File: config.mk
export PLATFORM = sky130hd
export DESIGN_NAME = lcd_cmd_exec
export DESIGN_NICKNAME = d
export VERILOG_FILES = /design/src/rtl/lcd_exec_pkg.sv /design/src/rtl/lcd_cmd_decode.sv /design/src/rtl/lcd_addr_step.sv /design/src/rtl/lcd_ofs_step.sv /design/src/rtl/lcd_busy_timer.sv /design/src/rtl/lcd_cmd_exec.sv
export SDC_FILE = /design/constraint.sdc
export NUM_CORES = 1
export LEC_CHECK = 0
export BUFFER_PORTS_ARGS = -buffer_cell sky130_fd_sc_hd__buf_2
export CAP_MARGIN = 0
export CORE_UTILIZATION = 51
export CTS_CLUSTER_SIZE = 30
export DETAILED_ROUTE_END_ITERATION = 8
export PLACE_DENSITY = 0.77
export SLEW_MARGIN = 20
export SYNTH_ARGS = -nofsm -noshare
export SYNTH_HDL_FRONTEND = slang
export SYNTH_SLANG_ARGS = --single-unit
export TNS_END_PERCENT = 5
File: constraint.sdc
create_clock -name clk -period 3.2 [get_ports clk]
set_clock_uncertainty 0.2 [all_clocks]
set_input_delay 0 -clock clk [delete_from_list [all_inputs] [get_ports clk]]
set_output_delay 0 -clock clk [all_outputs]
set_load 0.03 [all_outputs]
File: src/rtl/lcd_exec_pkg.sv
package lcd_exec_pkg;

  typedef enum logic [3:0] {
    OP_NOP    = 4'd0,
    OP_CLEAR  = 4'd1,
    OP_HOME   = 4'd2,
    OP_ENTRY  = 4'd3,
    OP_DISP   = 4'd4,
    OP_SHIFT  = 4'd5,
    OP_FUNC   = 4'd6,
    OP_CGADDR = 4'd7,
    OP_DDADDR = 4'd8
  } op_e;

endpackage

File: src/rtl/lcd_cmd_decode.sv
module lcd_cmd_decode
  import lcd_exec_pkg::*;
#(
  parameter int unsigned BYTE_W = 8
) (
  input  logic [BYTE_W-1:0] cmd,
  output op_e               op
);

  // Highest set bit wins: scan upward, later hits override earlier ones.
  always_comb begin
    op = OP_NOP;
    for (int i = 0; i < BYTE_W; i++) begin
      if (cmd[i]) op = op_e'(4'(i + 1));
    end
  end

endmodule

File: src/rtl/lcd_addr_step.sv
module lcd_addr_step #(
  parameter int unsigned ADDR_W     = 7,
  parameter int unsigned CG_W       = 6,
  parameter int unsigned DD_DEPTH   = 80,
  parameter int unsigned LINE2_BASE = 64
) (
  input  logic [ADDR_W-1:0] addr,
  input  logic              up,
  input  logic              to_cg,
  input  logic              two_line,
  output logic [ADDR_W-1:0] nxt
);

  localparam int unsigned LINE_LEN = DD_DEPTH / 2;
  localparam logic [ADDR_W-1:0] ONE_LAST = ADDR_W'(DD_DEPTH - 1);
  localparam logic [ADDR_W-1:0] L1_LAST  = ADDR_W'(LINE_LEN - 1);
  localparam logic [ADDR_W-1:0] L2_FIRST = ADDR_W'(LINE2_BASE);
  localparam logic [ADDR_W-1:0] L2_LAST  = ADDR_W'(LINE2_BASE + LINE_LEN - 1);

  logic [CG_W-1:0] cg_nxt;

  assign cg_nxt = up ? addr[CG_W-1:0] + 1'b1 : addr[CG_W-1:0] - 1'b1;

  always_comb begin
    if (to_cg) begin
      nxt = ADDR_W'(cg_nxt);
    end else if (!two_line) begin
      if (up) nxt = (addr == ONE_LAST) ? '0 : addr + 1'b1;
      else    nxt = (addr == '0) ? ONE_LAST : addr - 1'b1;
    end else begin
      if (up) begin
        if (addr == L1_LAST)      nxt = L2_FIRST;
        else if (addr == L2_LAST) nxt = '0;
        else                      nxt = addr + 1'b1;
      end else begin
        if (addr == '0)            nxt = L2_LAST;
        else if (addr == L2_FIRST) nxt = L1_LAST;
        else                       nxt = addr - 1'b1;
      end
    end
  end

endmodule

File: src/rtl/lcd_ofs_step.sv
module lcd_ofs_step #(
  parameter int unsigned ADDR_W   = 7,
  parameter int unsigned DD_DEPTH = 80
) (
  input  logic [ADDR_W-1:0] ofs,
  input  logic              fwd,
  input  logic              two_line,
  output logic [ADDR_W-1:0] nxt
);

  localparam logic [ADDR_W-1:0] LAST_ONE = ADDR_W'(DD_DEPTH - 1);
  localparam logic [ADDR_W-1:0] LAST_TWO = ADDR_W'(DD_DEPTH / 2 - 1);

  logic [ADDR_W-1:0] last;

  assign last = two_line ? LAST_TWO : LAST_ONE;

  always_comb begin
    if (fwd) nxt = (ofs >= last) ? '0 : ofs + 1'b1;
    else     nxt = (ofs == '0) ? last : ofs - 1'b1;
  end

endmodule

File: src/rtl/lcd_busy_timer.sv
module lcd_busy_timer #(
  parameter int unsigned LONG_TICKS  = 410,
  parameter int unsigned SHORT_TICKS = 10
) (
  input  logic clk,
  input  logic rst_n,
  input  logic start,
  input  logic long_sel,
  input  logic tick,
  output logic busy
);

  localparam int unsigned CNT_W = $clog2(LONG_TICKS + 1);

  logic [CNT_W-1:0] cnt_q;

  always_ff @(posedge clk) begin
    if (!rst_n) begin
      cnt_q <= '0;
    end else if (start) begin
      cnt_q <= long_sel ? CNT_W'(LONG_TICKS) : CNT_W'(SHORT_TICKS);
    end else if (tick && cnt_q != '0) begin
      cnt_q <= cnt_q - 1'b1;
    end
  end

  assign busy = (cnt_q != '0);

  AST_TICK_COUNTDOWN: assert property (@(posedge clk) disable iff (!rst_n)
    (busy && tick && !start) |=> (cnt_q == $past(cnt_q) - 1'b1));

endmodule

File: src/rtl/lcd_cmd_exec.sv
module lcd_cmd_exec
  import lcd_exec_pkg::*;
#(
  parameter int unsigned DD_DEPTH    = 80,
  parameter int unsigned LINE2_BASE  = 64,
  parameter int unsigned LONG_TICKS  = 410,
  parameter int unsigned SHORT_TICKS = 10,
  parameter logic [7:0]  BLANK       = 8'h20
) (
  input  logic       clk,
  input  logic       rst_n,
  input  logic       osc_tick,
  input  logic       req_valid,
  output logic       req_ready,
  input  logic       req_rs,
  input  logic       req_rw,
  input  logic [7:0] req_data,
  output logic       rsp_valid,
  output logic [7:0] rsp_data,
  output logic       ram_sel_cg,
  output logic [6:0] ram_addr,
  output logic       ram_we,
  output logic       ram_re,
  output logic [7:0] ram_wdata,
  input  logic [7:0] ram_rdata,
  output logic       busy,
  output logic [6:0] addr_ctr,
  output logic       target_cg,
  output logic       incr_mode,
  output logic       scroll_mode,
  output logic       disp_on,
  output logic       cursor_on,
  output logic       blink_on,
  output logic [6:0] shift_ofs,
  output logic       bus_8bit,
  output logic       two_line,
  output logic       tall_font
);

  localparam int unsigned ADDR_W   = 7;
  localparam int unsigned CG_W     = 6;
  localparam int unsigned LINE_LEN = DD_DEPTH / 2;
  localparam logic [ADDR_W-1:0] WALK_LAST = ADDR_W'(DD_DEPTH - 1);
  localparam logic [ADDR_W-1:0] LINE_GAP  = ADDR_W'(LINE2_BASE - LINE_LEN);

  // ---------------------------------------------------------------- state
  logic [ADDR_W-1:0] ac_q, ofs_q, walk_idx_q;
  logic              cg_q, incr_q, scroll_q, disp_q, cur_q, blink_q;
  logic              dl_q, two_q, tall_q, walking_q;
  logic              rd_pend_q, stat_pend_q;
  logic [7:0]        stat_q;

  // ---------------------------------------------------------------- handshake
  logic is_stat, timer_busy, acc, acc_cmd, acc_wr, acc_rd, acc_stat, acc_data;
  op_e  op;

  assign is_stat   = !req_rs && req_rw;
  assign busy      = timer_busy || walking_q;
  assign req_ready = is_stat || !busy;
  assign acc       = req_valid && req_ready;
  assign acc_cmd   = acc && !req_rs && !req_rw;
  assign acc_wr    = acc && req_rs && !req_rw;
  assign acc_rd    = acc && req_rs && req_rw;
  assign acc_stat  = acc && is_stat;
  assign acc_data  = acc_wr || acc_rd;

  lcd_cmd_decode #(.BYTE_W(8)) u_dec (
    .cmd (req_data),
    .op  (op)
  );

  // ---------------------------------------------------------------- steppers
  logic [ADDR_W-1:0] ac_nxt, ofs_nxt;
  logic              step_up, ofs_fwd;

  assign step_up = acc_cmd ? req_data[2] : incr_q;
  assign ofs_fwd = acc_cmd ? !req_data[2] : incr_q;

  lcd_addr_step #(
    .ADDR_W(ADDR_W), .CG_W(CG_W), .DD_DEPTH(DD_DEPTH), .LINE2_BASE(LINE2_BASE)
  ) u_ac_step (
    .addr     (ac_q),
    .up       (step_up),
    .to_cg    (cg_q),
    .two_line (two_q),
    .nxt      (ac_nxt)
  );

  lcd_ofs_step #(.ADDR_W(ADDR_W), .DD_DEPTH(DD_DEPTH)) u_ofs_step (
    .ofs      (ofs_q),
    .fwd      (ofs_fwd),
    .two_line (two_q),
    .nxt      (ofs_nxt)
  );

  // ---------------------------------------------------------------- busy timer
  logic timer_start, timer_long;

  assign timer_start = (acc_cmd && op != OP_NOP) || acc_data;
  assign timer_long  = acc_cmd && (op == OP_CLEAR || op == OP_HOME);

  lcd_busy_timer #(.LONG_TICKS(LONG_TICKS), .SHORT_TICKS(SHORT_TICKS)) u_timer (
    .clk      (clk),
    .rst_n    (rst_n),
    .start    (timer_start),
    .long_sel (timer_long),
    .tick     (osc_tick),
    .busy     (timer_busy)
  );

  // ---------------------------------------------------------------- clear walk
  logic [ADDR_W-1:0] walk_addr;

  assign walk_addr = (two_q && walk_idx_q >= ADDR_W'(LINE_LEN)) ?
                     walk_idx_q + LINE_GAP : walk_idx_q;

  // ---------------------------------------------------------------- memory port
  assign ram_we     = walking_q || acc_wr;
  assign ram_re     = acc_rd;
  assign ram_sel_cg = walking_q ? 1'b0 : cg_q;
  assign ram_addr   = walking_q ? walk_addr : ac_q;
  assign ram_wdata  = walking_q ? BLANK : req_data;

  // ---------------------------------------------------------------- state update
  always_ff @(posedge clk) begin
    if (!rst_n) begin
      ac_q       <= '0;
      ofs_q      <= '0;
      walk_idx_q <= '0;
      cg_q       <= 1'b0;
      incr_q     <= 1'b1;
      scroll_q   <= 1'b0;
      disp_q     <= 1'b0;
      cur_q      <= 1'b0;
      blink_q    <= 1'b0;
      dl_q       <= 1'b1;
      two_q      <= 1'b0;
      tall_q     <= 1'b0;
      walking_q  <= 1'b0;
    end else begin
      if (walking_q) begin
        walk_idx_q <= walk_idx_q + 1'b1;
        if (walk_idx_q == WALK_LAST) walking_q <= 1'b0;
      end
      if (acc_cmd) begin
        unique case (op)
          OP_CLEAR: begin
            ac_q       <= '0;
            ofs_q      <= '0;
            cg_q       <= 1'b0;
            walking_q  <= 1'b1;
            walk_idx_q <= '0;
          end
          OP_HOME: begin
            ac_q  <= '0;
            ofs_q <= '0;
            cg_q  <= 1'b0;
          end
          OP_ENTRY: begin
            incr_q   <= req_data[1];
            scroll_q <= req_data[0];
          end
          OP_DISP: begin
            disp_q  <= req_data[2];
            cur_q   <= req_data[1];
            blink_q <= req_data[0];
          end
          OP_SHIFT: begin
            if (req_data[3]) ofs_q <= ofs_nxt;
            else             ac_q  <= ac_nxt;
          end
          OP_FUNC: begin
            dl_q   <= req_data[4];
            two_q  <= req_data[3];
            tall_q <= req_data[2];
            ofs_q  <= '0;
          end
          OP_CGADDR: begin
            ac_q <= ADDR_W'(req_data[CG_W-1:0]);
            cg_q <= 1'b1;
          end
          OP_DDADDR: begin
            ac_q <= req_data[ADDR_W-1:0];
            cg_q <= 1'b0;
          end
          default: ;
        endcase
      end else if (acc_data) begin
        ac_q <= ac_nxt;
        if (scroll_q && !cg_q) ofs_q <= ofs_nxt;
      end
    end
  end

  // ---------------------------------------------------------------- responses
  always_ff @(posedge clk) begin
    if (!rst_n) begin
      rd_pend_q   <= 1'b0;
      stat_pend_q <= 1'b0;
      stat_q      <= '0;
    end else begin
      rd_pend_q   <= acc_rd;
      stat_pend_q <= acc_stat;
      if (acc_stat) stat_q <= {busy, ac_q};
    end
  end

  assign rsp_valid = rd_pend_q || stat_pend_q;
  assign rsp_data  = rd_pend_q ? ram_rdata : stat_q;

  // ---------------------------------------------------------------- outputs
  assign addr_ctr    = ac_q;
  assign target_cg   = cg_q;
  assign incr_mode   = incr_q;
  assign scroll_mode = scroll_q;
  assign disp_on     = disp_q;
  assign cursor_on   = cur_q;
  assign blink_on    = blink_q;
  assign shift_ofs   = ofs_q;
  assign bus_8bit    = dl_q;
  assign two_line    = two_q;
  assign tall_font   = tall_q;

  // ---------------------------------------------------------------- checks
  logic ac_dd_ok;

  assign ac_dd_ok = two_q ?
    ((ac_q < ADDR_W'(LINE_LEN)) ||
     (ac_q >= ADDR_W'(LINE2_BASE) && ac_q < ADDR_W'(LINE2_BASE + LINE_LEN))) :
    (ac_q < ADDR_W'(DD_DEPTH));

  AST_READY_WHEN_BUSY: assert property (@(posedge clk) disable iff (!rst_n)
    (busy && !(!req_rs && req_rw)) |-> !req_ready);

  AST_RSP_FOLLOWS_READ: assert property (@(posedge clk) disable iff (!rst_n)
    (req_valid && req_ready && req_rw && (req_rs || !req_rs)) |=> rsp_valid);

  AST_OFS_IN_RANGE: assert property (@(posedge clk) disable iff (!rst_n)
    shift_ofs < (two_line ? ADDR_W'(LINE_LEN) : ADDR_W'(DD_DEPTH)));

  AST_DD_STEP_STAYS_VALID: assert property (@(posedge clk) disable iff (!rst_n)
    (req_valid && req_ready && req_rs && !target_cg && ac_dd_ok) |=> ac_dd_ok);

  AST_NO_READ_DURING_CLEAR: assert property (@(posedge clk) disable iff (!rst_n)
    walking_q |-> (!ram_re && !ram_sel_cg));

endmodule

# ---- Yosys cells after proc, flatten, opt, wreduce, memory -nomap -nowiden
# Cells that the tools add are included.
dict set report word_totals {
  ff_bits 50
  out_inout_bits 52
}
dict set report op_classes {
  reduce_logical 42
  n_eq_ne 17
  magnitude_cmp 2
  muxes 50
  n_addsub 9
}
# operator count
set op_table {}
lappend op_table {{$mux 7} 26}
lappend op_table {{$eq 7x7->1 const B} 4}
lappend op_table {{$pmux 7 s4} 1}
lappend op_table {{$mux 9} 3}
lappend op_table {{$add 7x1->7 const B} 3}
lappend op_table {{$eq 4x3->1 const B} 4}
lappend op_table {{$mux 8} 2}
lappend op_table {{$logic_not 7->1} 2}
lappend op_table {{$pmux 7 s2} 1}
lappend op_table {{$sub 7x1->7 const B} 2}
lappend op_table {{$logic_and 1x1->1} 13}
lappend op_table {{$mux 3} 4}
lappend op_table {{$reduce_bool 9->1} 1}
lappend op_table {{$sub 9x1->9 const B} 1}
lappend op_table {{$eq 4x2->1 const B} 2}
lappend op_table {{$mux 1} 8}
lappend op_table {{$reduce_and 2->1} 4}
lappend op_table {{$reduce_bool 2->1} 4}
lappend op_table {{$add 7x5->7 const B} 1}
lappend op_table {{$eq 7x6->1 const B} 1}
lappend op_table {{$ge 7x6->1 const B} 1}
lappend op_table {{$ge 7x7->1} 1}
lappend op_table {{$logic_or 1x1->1} 7}
lappend op_table {{$add 6x1->6 const B} 1}
lappend op_table {{16 further kinds} 23}

# ---- Depth between registers and ports, before layout
# Gate-level depths: netlist of run 1.
dict set report logic_depth {
  depth_word 14
  depth_mapped 15
  ltp_nobuf 13
}

# ---- Cells and area by module
# A second synthesis of run 1 with hierarchy kept.
dict set report hier_totals {
  hier_cells 488
  area_unflattened_um2 4127.7
}
# module n_inst cells_per_inst area_per_inst_um2
set modules_own_cells {}
lappend modules_own_cells {lcd_cmd_exec 1 272 2449.8}
lappend modules_own_cells {lcd_addr_step 1 85 606.8}
lappend modules_own_cells {lcd_ofs_step 1 68 520.5}
lappend modules_own_cells {lcd_busy_timer 1 51 475.5}
lappend modules_own_cells {lcd_cmd_decode 1 12 75.1}

# ---- Least setup slack after synthesis of run 1
# OpenSTA, ideal clock, no wires.
dict set report synth_timing {
  kind {reg2reg}
  from {register u_timer.cnt_q[0]}
  to {register ac_q[4] (netlist: addr_ctr[4])}
  setup_time_ns 0.074
  slack_ns -0.327
  required_ns 2.926
  stages_incl_launch_ff 16
  arrival_ns 3.253
  synth_period_minus_slack_ns 3.527
  cell_sequence {dfxtp_1 -> inv_1 -> ha_1 -> or4b_1 -> buf_4 -> nor4_4 -> mux2i_2 -> buf_2 -> xnor2_1 -> ha_1 -> nor2_1 -> nand2_1 -> mux2i_1 -> xor2_1 -> nand2_1 -> a31oi_1}
}
dict set report synth_between {
  elab_chain_cells 14
}
# item line_no
set synth_rtl {}
lappend synth_rtl {{start: declaration} lcd_busy_timer.sv:15} ;# logic [CNT_W-1:0] cnt_q;
lappend synth_rtl {{start signal: assignment} lcd_busy_timer.sv:21} ;# cnt_q <= long_sel ? CNT_W'(LONG_TICKS) : CNT_W'(SHORT_TICKS);
lappend synth_rtl {{start signal: assignment} lcd_busy_timer.sv:23} ;# cnt_q <= cnt_q - 1'b1;
lappend synth_rtl {{$reduce_bool 9->1 *} lcd_busy_timer.sv:27} ;# assign busy = (cnt_q != '0);
lappend synth_rtl {{$logic_or 1x1->1 *} lcd_cmd_exec.sv:58} ;# assign busy = timer_busy || walking_q;
lappend synth_rtl {{$logic_not 1->1 *} lcd_cmd_exec.sv:59} ;# assign req_ready = is_stat || !busy;
lappend synth_rtl {{$logic_or 1x1->1 *} lcd_cmd_exec.sv:59}
lappend synth_rtl {{$logic_and 1x1->1 *} lcd_cmd_exec.sv:60} ;# assign acc = req_valid && req_ready;
lappend synth_rtl {{$logic_and 1x1->1 (2 in a row)} lcd_cmd_exec.sv:61} ;# assign acc_cmd = acc && !req_rs && !req_rw;
lappend synth_rtl {{$mux 1} lcd_cmd_exec.sv:76} ;# assign step_up = acc_cmd ? req_data[2] : incr_q;
lappend synth_rtl {{$mux 7, on equally long branches} {lcd_addr_step.sv:28, lcd_addr_step.sv:31}}
lappend synth_rtl {{$mux 7} lcd_addr_step.sv:27} ;# end else if (!two_line) begin
lappend synth_rtl {{$mux 7} lcd_addr_step.sv:25} ;# if (to_cg) begin
lappend synth_rtl {{$mux 7} lcd_cmd_exec.sv:169} ;# if (req_data[3]) ofs_q <= ofs_nxt;
lappend synth_rtl {{$pmux 7 s4} lcd_cmd_exec.sv:146} ;# unique case (op)
lappend synth_rtl {{$mux 7} lcd_cmd_exec.sv:145} ;# if (acc_cmd) begin
lappend synth_rtl {{end signal: assignment} lcd_cmd_exec.sv:170} ;# else ac_q <= ac_nxt;
lappend synth_rtl {{end signal: assignment} lcd_cmd_exec.sv:179} ;# ac_q <= ADDR_W'(req_data[CG_W-1:0]);
lappend synth_rtl {{end signal: assignment} lcd_cmd_exec.sv:183} ;# ac_q <= req_data[ADDR_W-1:0];
lappend synth_rtl {{end: declaration} lcd_cmd_exec.sv:47} ;# logic [ADDR_W-1:0] ac_q, ofs_q, walk_idx_q;
# Every way passes the cells marked *; elsewhere a longest branch is shown, timed or not. The select of a mux whose other input is x is not followed.
# A chain may end at the register's enable or synchronous reset.

# ---- Worst setup path after layout of run 1
dict set report layout_timing {
  from {register u_timer.cnt_q[1]}
  to {register ac_q[4] (netlist: addr_ctr[4])}
}
# Same word-level chain as after synthesis.

==> impl_metrics.ini, run 1 <==
[place]
io_buffers = 73
gp_congestion = 0.949
dpl.hpwl_um = 7740

[floorplanning]
core_area_um2 = 7250
chipWidth_um = 88.5
num_rows = 31
initial_core_util = 0.526
boundaryPins = 74
dieArea_um2 = 7830
die_y_um = 88.5

[setup_path]
r2r_slack_ps = 100
rr_startpoint = u_timer.cnt_q[1]
critPathLaunchType = flip-flop
cp_max_fo = 5
crit_type = flip-flop to flip-flop
r2r_cells = 10
cp.required_ps = 3210
arrival_ps = 3110
endpoint_kind = flip-flop
reg2reg_to = addr_ctr[4]
crit_start = u_timer.cnt_q[1]

[route]
dr.pass1.iters = 6
wl_per_cell_um = 15.7
wl_um = 10700
drt_iter0_drc = 279
remaining_drc_errors = 0
final_antenna_net_count = 0
num_vias = 4000
via_per_inst = 5.88

[timing]
relSlewSlack = 0.512
slew_violations = 0
finalHoldViolations = 0
min_period_ps = 3100
period_share = 0.970
max_freq_mhz = 322
rsz0062_at_grt = false
tns_ps = 0
setup_violations = 0
tightest_slew_ps = 727

[synth]
yosysSeqAreaShare = 0.262
synth_cell_type_count = 65
async_flop_share = 0
synth.largest_area_cell = dfxtp_1
synth-edff-count = 0
synthFlopType = dfxtp_1
synth_cells = 502
yosysTopAreaCellShare = 0.262
synth_area_um2 = 3810
yosysMostFrequentCell = nand2_1
ys_warn_count = 0
synth_area_per_cell_um2 = 7.60
syn_nets = 539
ys_ff_latch = 50
ys_top_cells_by_area = dfxtp_1 26%, nand2_1 5.3%, ha_1 4.9%
synthTopCellsByCount = 54 x nand2_1, 50 x dfxtp_1, 49 x nor2_1

[clock_tree]
clockBufferDepth = 2
clkLatencyLatePin_ps = 310
clockRootBuffer = clkbuf_8
htree_levels = 2
cts_tree = built
clkTransAtPathRegs_ps = 100
cts.sink_count = 50
cts_made_buffers = 5

[hold_path]
hold_class = primary input to flip-flop
whs_endpoint = stat_q[5]
min_path_cells = 4
min_from = req_valid

[global_routing]
grt_pass1_wl_um = 16800
grt_overflow = 0
antenna_found_initial = 0
grt_max_degree = 44
grt_use_total = 0.271
grt_pass1_vias = 3653

[run]
cap_violations = 0

[outcome]
outcome = complete, no violations

[finish]
final_nets = 617
drive_gt1_frac = 0.225
n_antenna_cell = 0
areaGrowthSynthToFinish_pct = 20.0

[power_and_ir_drop]
leakage_nw = 1.93
p_total_mw = 2.93
ir_worst_vdd_mv = 0.436
power.density_nw_per_um2 = 641
## how the worst max path moves through the flow
stage,end,slack [ps]
floorplan,addr_ctr[4],0.6
global placement,addr_ctr[3],210
detailed placement,addr_ctr[6],90
CTS,addr_ctr[6],80
global route,addr_ctr[4],20
finish,addr_ctr[4],100
## critical path: stages, from the launching register on
cell     delay (ps)
dfxtp_1         350
inv_1            90
ha_1            140
or4b_4          480
nor4_4          360
mux2i_4         400
buf_6           150
mux2i_4         220
mux2_2          350
a21oi_1         170
a31oi_1         100
## cell type report
cell class	instances	area, um2
clock buffers	5	68.8
clock inverters	3	47.5
fillers	673	2680
inverters	18	67.6
multi-input cells	403	2640
flip-flops and latches	50	1000
well taps	99	124
repair buffers	102	623
## state kept, by name, summed over array words and instances, names as in the netlist
name,flops
scroll_mode,1
stat_q,8
disp_on,1
blink_on,1
incr_mode,1
tall_font,1
walk_idx_q,7
bus_8bit,1
walking_q,1
u_timer.cnt_q,9
stat_pend_q,1
addr_ctr,7
cursor_on,1
rd_pend_q,1
two_line,1
shift_ofs,7
target_cg,1
## cells by family (layout without fill, tap and decap cells)
logic type,count (synthesis),in the layout,share of synthesized area
AO/OA/AOI/OAI,122,122,0.206
XOR/XNOR,29,29,0.0666
adder cells (fa/ha/maj),15,15,0.0492
buffers and inverters,49,128,0.0538
flip-flops,50,50,0.262
multiplexers,27,27,0.0748
AND/OR/NAND/NOR,210,210,0.287
## cells in the final DEF, fill, tap and decap left out, drive strengths merged, types with 3 or more instances in the layout
cell type	instances
a211oi	4
a21boi	11
a21o	6
a21oi	26
a221oi	3
a31oi	10
and2	7
and3	3
buf	89
clkbuf	5
dfxtp	50
dlygate4sd3	13
ha	15
inv	19
mux2	9
mux2i	18
nand2	55
nand2b	5
nand3	21
nand4	3
nor2	49
nor2b	16
nor3	14
nor4	6
nor4b	5
o211ai	3
o21a	5
o21ai	34
o21bai	4
o221a	3
or2	6
or3	6
or4	4
xnor2	18
xor2	11
## report_power, final
part           internal [mW]  switching [mW]
registers              0.719           0.175
logic                  0.620           0.951
clock network          0.237           0.229
## per-layer routing
layer | part of all wire | routed length, um | GRT usage
met5 | 0 | 0 | 0
met4 | 0.019 | 203 | 0.0982
met3 | 0.053 | 570 | 0.0354
met2 | 0.50 | 5400 | 0.480
met1 | 0.42 | 4520 | 0.334
## through the flow
step | setup slack [ps] | util | hold slack, ps | instances | instance area, um2
5_1_grt | 18.8 | 0.631 | 57.9 | 680 | 4580
3_5_place_dp | 89.3 | 0.591 | 153 | 657 | 4280
4_1_cts | 84.4 | 0.625 | 46.7 | 678 | 4530
2_1_floorplan | 0.577 | - | -75.8 | 502 | 3840
6_report | 96.0 | 0.631 | 32.6 | 680 | 4580
3_3_place_gp | 207 | 0.591 | 147 | 657 | 4280
## timing repair
action                     in CTS  in global routing
hold endpoints to repair       25                  0
setup endpoints to repair       0                  7
resized for setup               0                  7
buffers inserted                0                  2
hold buffers                   13                  0
Power figures use the tool's default switching activity.
==> inputs of run 2 (changes only) <==
==> constraint.sdc (replaced) <==
create_clock -name clk -period 2.8 [get_ports clk]
set_clock_uncertainty 0.2 [all_clocks]
set_input_delay 0 -clock clk [delete_from_list [all_inputs] [get_ports clk]]
set_output_delay 0 -clock clk [all_outputs]
set_load 0.03 [all_outputs]
==> run 2 against run 1 <==
The run now ends with setup timing left. Register-to-register slack got worse by 250 ps. Core utilization is 3.0 points higher. Worst setup slack lost 250 ps. First-iteration DRC count shrank 16%. Critical endpoint unchanged. Largest cell class unchanged.
==> impl_metrics.ini, run 2 (synthesis gave the netlist of run 1 again) <==
[outcome]
outcome = finished, violations left
failed_checks = setup timing

[clock_tree]
cts.sink_count = 50
clkLatencyLatePin_ps = 310
cts_made_buffers = 5
clockRootBuffer = clkbuf_8
cts_tree = built
htree_levels = 2
clockBufferDepth = 2
clkTransAtPathRegs_ps = 100

[floorplanning]
num_rows = 31
core_area_um2 = 7250
chipWidth_um = 88.5
initial_core_util = 0.526
boundaryPins = 74
die_y_um = 88.5
dieArea_um2 = 7830

[timing]
finalHoldViolations = 0
min_period_ps = 2960
tns_ps = -469
max_freq_mhz = 338
tightest_slew_ps = 721
rsz0062_at_grt = true
slew_violations = 0
fin_ws_ps = -155
relSlewSlack = 0.516
setup_violations = 6
period_share = 1.06

[setup_path]
endpoint_kind = flip-flop
crit_type = flip-flop to flip-flop
cp_max_fo = 4
critPathLaunchType = flip-flop
crit_top_cell = mux2i_4
arrival_ps = 2960
crit_chain = inv_2, ha_1, or4b_4, nor4_4, mux2i_4, buf_4, mux2i_4, mux2_2, a21oi_1, a31oi_1
cp_slowest_cell = or4b_4
cp.required_ps = 2810
max_stage_delay_ps = 490

[finish]
multi_input_area_um2 = 2700
regArea_um2 = 1000
fin_cells = 704
final_common_cell = buf_2
top_register = u_timer.cnt_q
drive_gt1_frac = 0.276
final_nets = 641
layout.cells.most_common_list = 73 x buf_2, 54 x nand2_1, 48 x nor2_1, 48 x dfxtp_1, 42 x buf_4
largest_register_ffs = 9
fillers = 626
fin_area_um2 = 4800
n_antenna_cell = 0
top_regs = u_timer.cnt_q x9, stat_q x8
areaGrowthSynthToFinish_pct = 25.8
utilization = 0.661

[global_routing]
groute.layer.met2.usage = 0.496
grt_max_degree = 31
grt_use_met3 = 0.0317
grt_use_total = 0.286
antenna_found_initial = 0
busiest_layer = met2
grt_pass1_vias = 3687
grt_pass1_wl_um = 17500
grt_overflow = 0
use_met1 = 0.355

[power_and_ir_drop]
leakage_nw = 2.06
ir_worst_vdd_mv = 0.485
power.density_nw_per_um2 = 750

[place]
placedCellCount = 685
place_area_um2 = 4500
io_buffers = 73
dpl.hpwl_um = 7980
gp_congestion = 0.955

[route]
wl_um = 10900
remaining_drc_errors = 0
num_vias = 4077
dr.pass1.iters = 5
final_antenna_net_count = 0
drt_iter0_drc = 235
wl_per_cell_um = 15.5
via_per_inst = 5.79

[hold_path]
hold_class = primary input to flip-flop

[run]
cap_violations = 0
==> run 2: cell count changes in the layout (fill, tap and decap cells not counted), sizes merged <==
cell | previous run | this run
clkinv | 1 | 0
buf | 89 | 116
dlygate4sd3 | 13 | 10
clkinvlp | 0 | 1
clkbuf | 5 | 6
inv | 19 | 18
==> run 2: metal layers <==
layer	part of all wire	up-vias
met5	0	-
met4	0.027	0
met3	0.046	27
met2	0.50	143
met1	0.42	1931
li1	-	1976
==> run 2: final timing paths <==
| kind | slack, ps | to | start | cells past startpoint |
|---|---|---|---|---|
| max reg2reg | -160 | addr_ctr[4] | u_timer.cnt_q[1] | 10 |
| max | -160 | addr_ctr[4] | u_timer.cnt_q[1] | 10 |
| min reg2reg | 270 | stat_q[6] | stat_q[6] | 2 |
| min | 10 | u_timer.cnt_q[8] | osc_tick | 3 |
==> run 2: metrics by stage <==
| step | worst slack [ps] | power (mW) | hold WS [ps] |
|---|---|---|---|
| after floorplan | -360 | 2.34 | -75.8 |
| after global placement | -43.0 | 2.93 | 138 |
| after detailed placement | -155 | 2.96 | 142 |
| after CTS | -187 | 3.52 | 7.94 |
| after global routing | -273 | 3.83 | 15.8 |
| final | -155 | 3.60 | 14.4 |
==> run 2: timing repair <==
item | CTS | global route
gates resized for setup | 5 | 10
hold endpoints to repair | 23 | 0
endpoints found under the setup margin | 9 | 19
hold buffers | 10 | 0
pin swaps | 8 | 4
buffers inserted | 0 | 1
==> run 2: worst max-delay path: cells and delay by family (launching register included) <==
family / cells / cell delay (ps)
mux: 3 / 960
simple gates: 2 / 750
flops: 1 / 340
compound gates: 2 / 250
buf+inv: 2 / 230
fa+ha+maj: 1 / 130
==> run 2: report_power, final <==
part           leakage [nW]  switching, mW  internal, mW  total, mW
Combinational          1.60           1.25         0.886       2.14
Clock                0.0514          0.252         0.267      0.519
Sequential            0.406          0.119         0.823      0.942
==> run 2: area by class of cell <==
cell class | count | share of cell area
Multi-Input combinational cell | 403 | 0.563
Sequential cell | 50 | 0.209
Timing Repair Buffer | 126 | 0.165
Tap cell | 99 | 0.0258
Clock buffer | 6 | 0.0151
Inverter | 18 | 0.0141
Clock inverter | 2 | 0.00783
